**src/rtl/seg_scan_pkg.sv**
```systemverilog
package seg_scan_pkg;
  typedef enum logic [1:0] {
    ST_IDLE  = 2'd0,
    ST_SHIFT = 2'd1,
    ST_WAIT  = 2'd2,
    ST_CAPT  = 2'd3
  } sc_state_t;
endpackage

```
**src/rtl/seg_seq.sv**
```systemverilog
module seg_seq
  import seg_scan_pkg::*;
#(
  parameter int NUM_SEG = 4,
  parameter int LEN_W   = 8,
  localparam int SEG_W  = (NUM_SEG > 1) ? $clog2(NUM_SEG) : 1
) (
  input  logic             clk,
  input  logic             rst,
  input  logic             scan_en,
  input  logic             start,
  input  logic [LEN_W-1:0] seg_len,
  output sc_state_t        nxt_state,
  output logic [SEG_W-1:0] nxt_seg,
  output logic             nxt_done
);
  sc_state_t        state_q;
  logic [SEG_W-1:0] seg_q;
  logic [LEN_W-1:0] cnt_q, nxt_cnt;
  logic [LEN_W-1:0] len_q, nxt_len;
  logic [LEN_W-1:0] len_eff;

  assign len_eff = (seg_len == '0) ? LEN_W'(1) : seg_len;

  always_comb begin
    nxt_state = state_q;
    nxt_seg   = seg_q;
    nxt_cnt   = cnt_q;
    nxt_len   = len_q;
    nxt_done  = 1'b0;
    unique case (state_q)
      ST_IDLE: begin
        if (scan_en && start) begin
          nxt_state = ST_SHIFT;
          nxt_seg   = SEG_W'(NUM_SEG - 1);
          nxt_cnt   = len_eff - LEN_W'(1);
          nxt_len   = len_eff;
        end
      end
      ST_SHIFT: begin
        if (!scan_en) begin
          nxt_state = ST_IDLE;
          nxt_seg   = '0;
        end else if (cnt_q == '0) begin
          if (seg_q == '0) begin
            nxt_state = ST_WAIT;
            nxt_done  = 1'b1;
          end else begin
            nxt_seg = seg_q - SEG_W'(1);
            nxt_cnt = len_q - LEN_W'(1);
          end
        end else begin
          nxt_cnt = cnt_q - LEN_W'(1);
        end
      end
      ST_WAIT: begin
        if (!scan_en) nxt_state = ST_CAPT;
      end
      ST_CAPT: begin
        nxt_state = ST_IDLE;
      end
      default: nxt_state = ST_IDLE;
    endcase
  end

  always_ff @(posedge clk) begin
    if (rst) begin
      state_q <= ST_IDLE;
      seg_q   <= '0;
      cnt_q   <= '0;
      len_q   <= LEN_W'(1);
    end else begin
      state_q <= nxt_state;
      seg_q   <= nxt_seg;
      cnt_q   <= nxt_cnt;
      len_q   <= nxt_len;
    end
  end
endmodule

```
**src/rtl/seg_decode.sv**
```systemverilog
module seg_decode
  import seg_scan_pkg::*;
#(
  parameter int NUM_SEG = 4,
  localparam int SEG_W  = (NUM_SEG > 1) ? $clog2(NUM_SEG) : 1
) (
  input  logic               clk,
  input  logic               rst,
  input  sc_state_t          nxt_state,
  input  logic [SEG_W-1:0]   nxt_seg,
  input  logic               nxt_done,
  output logic [NUM_SEG-1:0] seg_clk_en,
  output logic [NUM_SEG-1:0] byp_sel,
  output logic               done
);
  logic [NUM_SEG-1:0] en_d, byp_d;
  logic               shifting, capturing;

  assign shifting  = (nxt_state == ST_SHIFT);
  assign capturing = (nxt_state == ST_CAPT);

  for (genvar k = 0; k < NUM_SEG; k++) begin : g_seg
    logic hit;
    assign hit      = (nxt_seg == SEG_W'(k));
    assign en_d[k]  = (shifting && hit) || capturing;
    assign byp_d[k] = shifting && !hit;
  end

  always_ff @(posedge clk) begin
    if (rst) begin
      seg_clk_en <= '0;
      byp_sel    <= '0;
      done       <= 1'b0;
    end else begin
      seg_clk_en <= en_d;
      byp_sel    <= byp_d;
      done       <= nxt_done;
    end
  end
endmodule

```
**src/rtl/seg_scan_ctrl.sv**
```systemverilog
module seg_scan_ctrl
  import seg_scan_pkg::*;
#(
  parameter int NUM_SEG = 4,
  parameter int LEN_W   = 8
) (
  input  logic               clk,
  input  logic               rst,
  input  logic               scan_en,
  input  logic               start,
  input  logic [LEN_W-1:0]   seg_len,
  output logic [NUM_SEG-1:0] seg_clk_en,
  output logic [NUM_SEG-1:0] byp_sel,
  output logic               done
);
  localparam int SEG_W = (NUM_SEG > 1) ? $clog2(NUM_SEG) : 1;

  sc_state_t        nxt_state;
  logic [SEG_W-1:0] nxt_seg;
  logic             nxt_done;

  seg_seq #(.NUM_SEG(NUM_SEG), .LEN_W(LEN_W)) u_seq (
    .clk      (clk),
    .rst      (rst),
    .scan_en  (scan_en),
    .start    (start),
    .seg_len  (seg_len),
    .nxt_state(nxt_state),
    .nxt_seg  (nxt_seg),
    .nxt_done (nxt_done)
  );

  seg_decode #(.NUM_SEG(NUM_SEG)) u_dec (
    .clk       (clk),
    .rst       (rst),
    .nxt_state (nxt_state),
    .nxt_seg   (nxt_seg),
    .nxt_done  (nxt_done),
    .seg_clk_en(seg_clk_en),
    .byp_sel   (byp_sel),
    .done      (done)
  );
endmodule

```
**config.mk**
```make
export PLATFORM = sky130hd
export DESIGN_NAME = seg_scan_ctrl
export DESIGN_NICKNAME = d
export VERILOG_FILES = /design/src/rtl/seg_scan_pkg.sv /design/src/rtl/seg_seq.sv /design/src/rtl/seg_decode.sv /design/src/rtl/seg_scan_ctrl.sv
export SDC_FILE = /design/constraint.sdc
export NUM_CORES = 1
export LEC_CHECK = 0
export BUFFER_PORTS_ARGS = -buffer_cell sky130_fd_sc_hd__buf_4
export CAP_MARGIN = 0
export CORE_UTILIZATION = 35
export CTS_CLUSTER_SIZE = 12
export DETAILED_ROUTE_END_ITERATION = 8
export GPL_TIMING_DRIVEN = 0
export PLACE_DENSITY_LB_ADDON = 0.08
export SLEW_MARGIN = 5
export SYNTH_ARGS = -nofsm -noshare
export SYNTH_HDL_FRONTEND = slang
export SYNTH_HIERARCHICAL = 1
export SYNTH_SLANG_ARGS = --single-unit
```
**constraint.sdc**
```tcl
create_clock -name clk -period 2.48 [get_ports clk]
set_clock_uncertainty 0.15 [all_clocks]
set_input_delay 0 -clock clk [delete_from_list [all_inputs] [get_ports clk]]
set_output_delay 0 -clock clk [all_outputs]
set_load 0.05 [all_outputs]
```
==> impl_results.md <==
- Postcts setup bufs: 0
- CTS H-tree depth: 2
- Die footprint: 4480 um^2
- Hold Fails Final Rpt: 0
- Net count reported at finish: 227
- Max VDD drop: 0.408 mV
- Gr usage total: 0.181
- Least-Margin Pin Slew: 0.586 ns
- Final hold slack: 0.156 ns
- Post-DP HPWL: 2.81 mm
- Syn. warnings: 6
- WP data required: 2.52 ns
- Final period util: 0.938
- Worst setup EP type: flop
- Io pins: 21
- DRT Wirelength: 3.75 mm
- DR vias: 1422
- Max-cap violations: 0
- DIE WIDTH: 66.9 um
- Layout cell share with drive strength beyond 1: 0.242
- Clock buffer count from CTS: 5
- Outcome: completed
- CTS sink count: 29
- Top cell type by total area after synthesis: dfxtp_1
- CTS tree: built
- Antenna cells: 0
- Vias in the first global route: 1202
- Total gr overflow: 0
- Most frequent cells in the layout: dfxtp_1 (29), nor2_1 (25), buf_4 (22), nand2_1 (22), a21oi_1 (16)
- Post-Syn Nets: 190
- CP startpoint: u_seq/cnt_q[1]
- Arr. time, crit path: 2.37 ns
- First-pass GRT wire length: 5.80 mm
- #FFs+latches synth: 29
- Lkg Pwr: 0.736 nW
- Routability cong.: 0.891
- Post-synth ARST share: 0
- Syn Std Cell Area: 1480 um^2
- CP Max Fanout: 10
- Power Total: 1.35 mW
- Vias per cell: 5.37
- RSZ-0062 raised after global routing: false
- Clock Latency Late Sink: 0.28 ns
- CTS clk-pin slew, worst paths: 0.06 ns
- DRT iter0 DRCs: 57
- Core outline area: 4030 um^2
- Most common cell after layout, fill and taps aside: dfxtp_1
- Endpoints failing setup: 0
- Average cell area after synthesis: 8.33 um^2
- Rows: 23
- Input/output buffers: 20
- Most used DFF post-synth: dfxtp_1
- CTS root buf: clkbuf_8
- Worst hold-check path type: in2reg
- Max Clk Rate: 430 MHz
- Reg-to-reg startpoint: u_seq/cnt_q[1]
- Fin. max-slew vios: 0
- P&R area growth vs syn: 31.4%
- Count of different cell masters after synthesis: 42
- Largest net degree at the start of global routing: 11
- Synth area leaders: dfxtp_1 (39%), nor2_1 (6.4%), nand2_1 (5.6%), a21oi_1 (5.4%), nor2b_1 (3.4%)
- Die Height: 66.9 um
- Fillers: 426
- Kind of critical path: reg2reg
- Initial antenna violation count: 0
- Pre-antenna DRT Iters: 4
- Avg WL per Cell: 14.1 um
- Initial Utilization: 0.366
- Post-route ant nets: 0
- Synth Instances: 177
- Max clock buf depth: 2
- Min Tclk post-route: 2.33 ns
- Critical path startpoint category: flop
- Origin of the worst min-delay path: start
- Seq/Total Area, Yosys: 0.394
- Power per cell area: 696 nW/um^2
- EDFF count, synth: 0
- Max-slew headroom: 0.608
- Top-area cell type share of the netlist area: 0.394
- DRC: 0
per-stage QoR:
step | setup TNS, ns | area (um^2) | util | std cells | worst slack (ns)
after floorplan | 0 | 1480 | - | 177 | 0.284
after global routing | 0 | 1940 | 0.481 | 265 | 0.0110
after CTS | 0 | 1920 | 0.476 | 265 | 0.0337
after detailed placement | -0.113 | 1690 | 0.419 | 247 | -0.0373
after global placement | -0.105 | 1690 | 0.419 | 247 | -0.0398
final | 0 | 1940 | 0.481 | 265 | 0.154
worst paths after layout:
path | end | slack (ns) | cells after the start
worst max-delay path | u_seq/cnt_q[2] | 0.15 | 8
worst max register to register | u_seq/cnt_q[2] | 0.15 | 8
worst min-delay path | u_seq/len_q[5] | 0.16 | 5
worst min register to register | u_seq/len_q[5] | 0.33 | 2
what timing repair did:
action                                  4_1_cts  5_1_grt
gates cloned                                  0        0
resized for setup                             1        5
hold endpoints to repair                     17        0
endpoints found under the setup margin        5       10
hold buffers                                 10        0
cells by family (layout without fill, tap and decap cells):
kind of cell | Yosys count | after routing | synth area share
and+or+nand+nor | 76 | 76 | 0.258
AOI/OAI and AO/OA | 53 | 53 | 0.261
DFF | 29 | 29 | 0.394
buffers and inverters | 13 | 51 | 0.0441
muxes | 4 | 4 | 0.0288
adders and majority gates | 1 | 1 | 0.00848
xor gates and xnor gates | 1 | 1 | 0.00594
synthesized netlist by cell type, types with 2 or more instances:
library cell / instances
a311oi_2: 2
mux2_2: 2
nand2_1: 22
nand2b_1: 4
o22ai_1: 2
a21oi_1: 16
or3b_4: 2
o21a_1: 2
nor2b_1: 8
nand3b_1: 3
inv_1: 4
a211oi_1: 4
buf_2: 4
clkbuf_1: 3
nor3_1: 3
or2_2: 3
a311oi_1: 4
o21ai_0: 7
mux2i_1: 2
a31oi_1: 4
dfxtp_1: 29
nor2_1: 25
or3_1: 2
nor4_2: 2
metal layers:
layer | part of all wire | global-route usage | routed length (um) | vias to the layer above
met2 | 0.45 | 0.261 | 1680 | 29
met4 | 0.018 | 0.0851 | 69 | 0
met3 | 0.042 | 0.0497 | 159 | 9
met5 | 0 | 0 | 0 | -
met1 | 0.49 | 0.245 | 1840 | 673
li1 | - | - | - | 711
state kept, by name, indices dropped and copies added, names as in the netlist:
| register | flops |
|---|---|
| u_seq/state_q | 2 |
| u_seq/seg_q | 2 |
| u_dec/byp_sel | 4 |
| u_seq/len_q | 8 |
| u_dec/seg_clk_en | 4 |
| u_dec/done | 1 |
| u_seq/cnt_q | 8 |
final cells by class:
type | instances | area, um^2 | share of cell area
clock buffer | 6 | 82.6 | 0.0426
tap | 50 | 62.6 | 0.0323
sequential | 29 | 581 | 0.300
timing repair buffer | 30 | 250 | 0.129
clock inverter | 2 | 37.5 | 0.0194
multi-input combinational | 135 | 857 | 0.442
inverter | 4 | 15.0 | 0.00775
buffer | 9 | 52.6 | 0.0271
power breakdown:
group / switching [mW] / leakage, nW / total, mW / internal, mW
clock: 0.187 / 0.0574 / 0.513 / 0.326
combinational: 0.176 / 0.441 / 0.306 / 0.130
sequential: 0.0324 / 0.237 / 0.530 / 0.497
total: 0.395 / 0.736 / 1.35 / 0.954
critical path: stages (launching register included):
cell and delay, ns:
dfxtp_1 0.36, nor4_4 0.38, buf_4 0.24, a31oi_1 0.10, nor2_1 0.10, a21oi_1 0.06, ha_1 0.22, or3_1 0.36
a311oi_1 0.26
No activity file was read; power rests on OpenSTA's default activity.
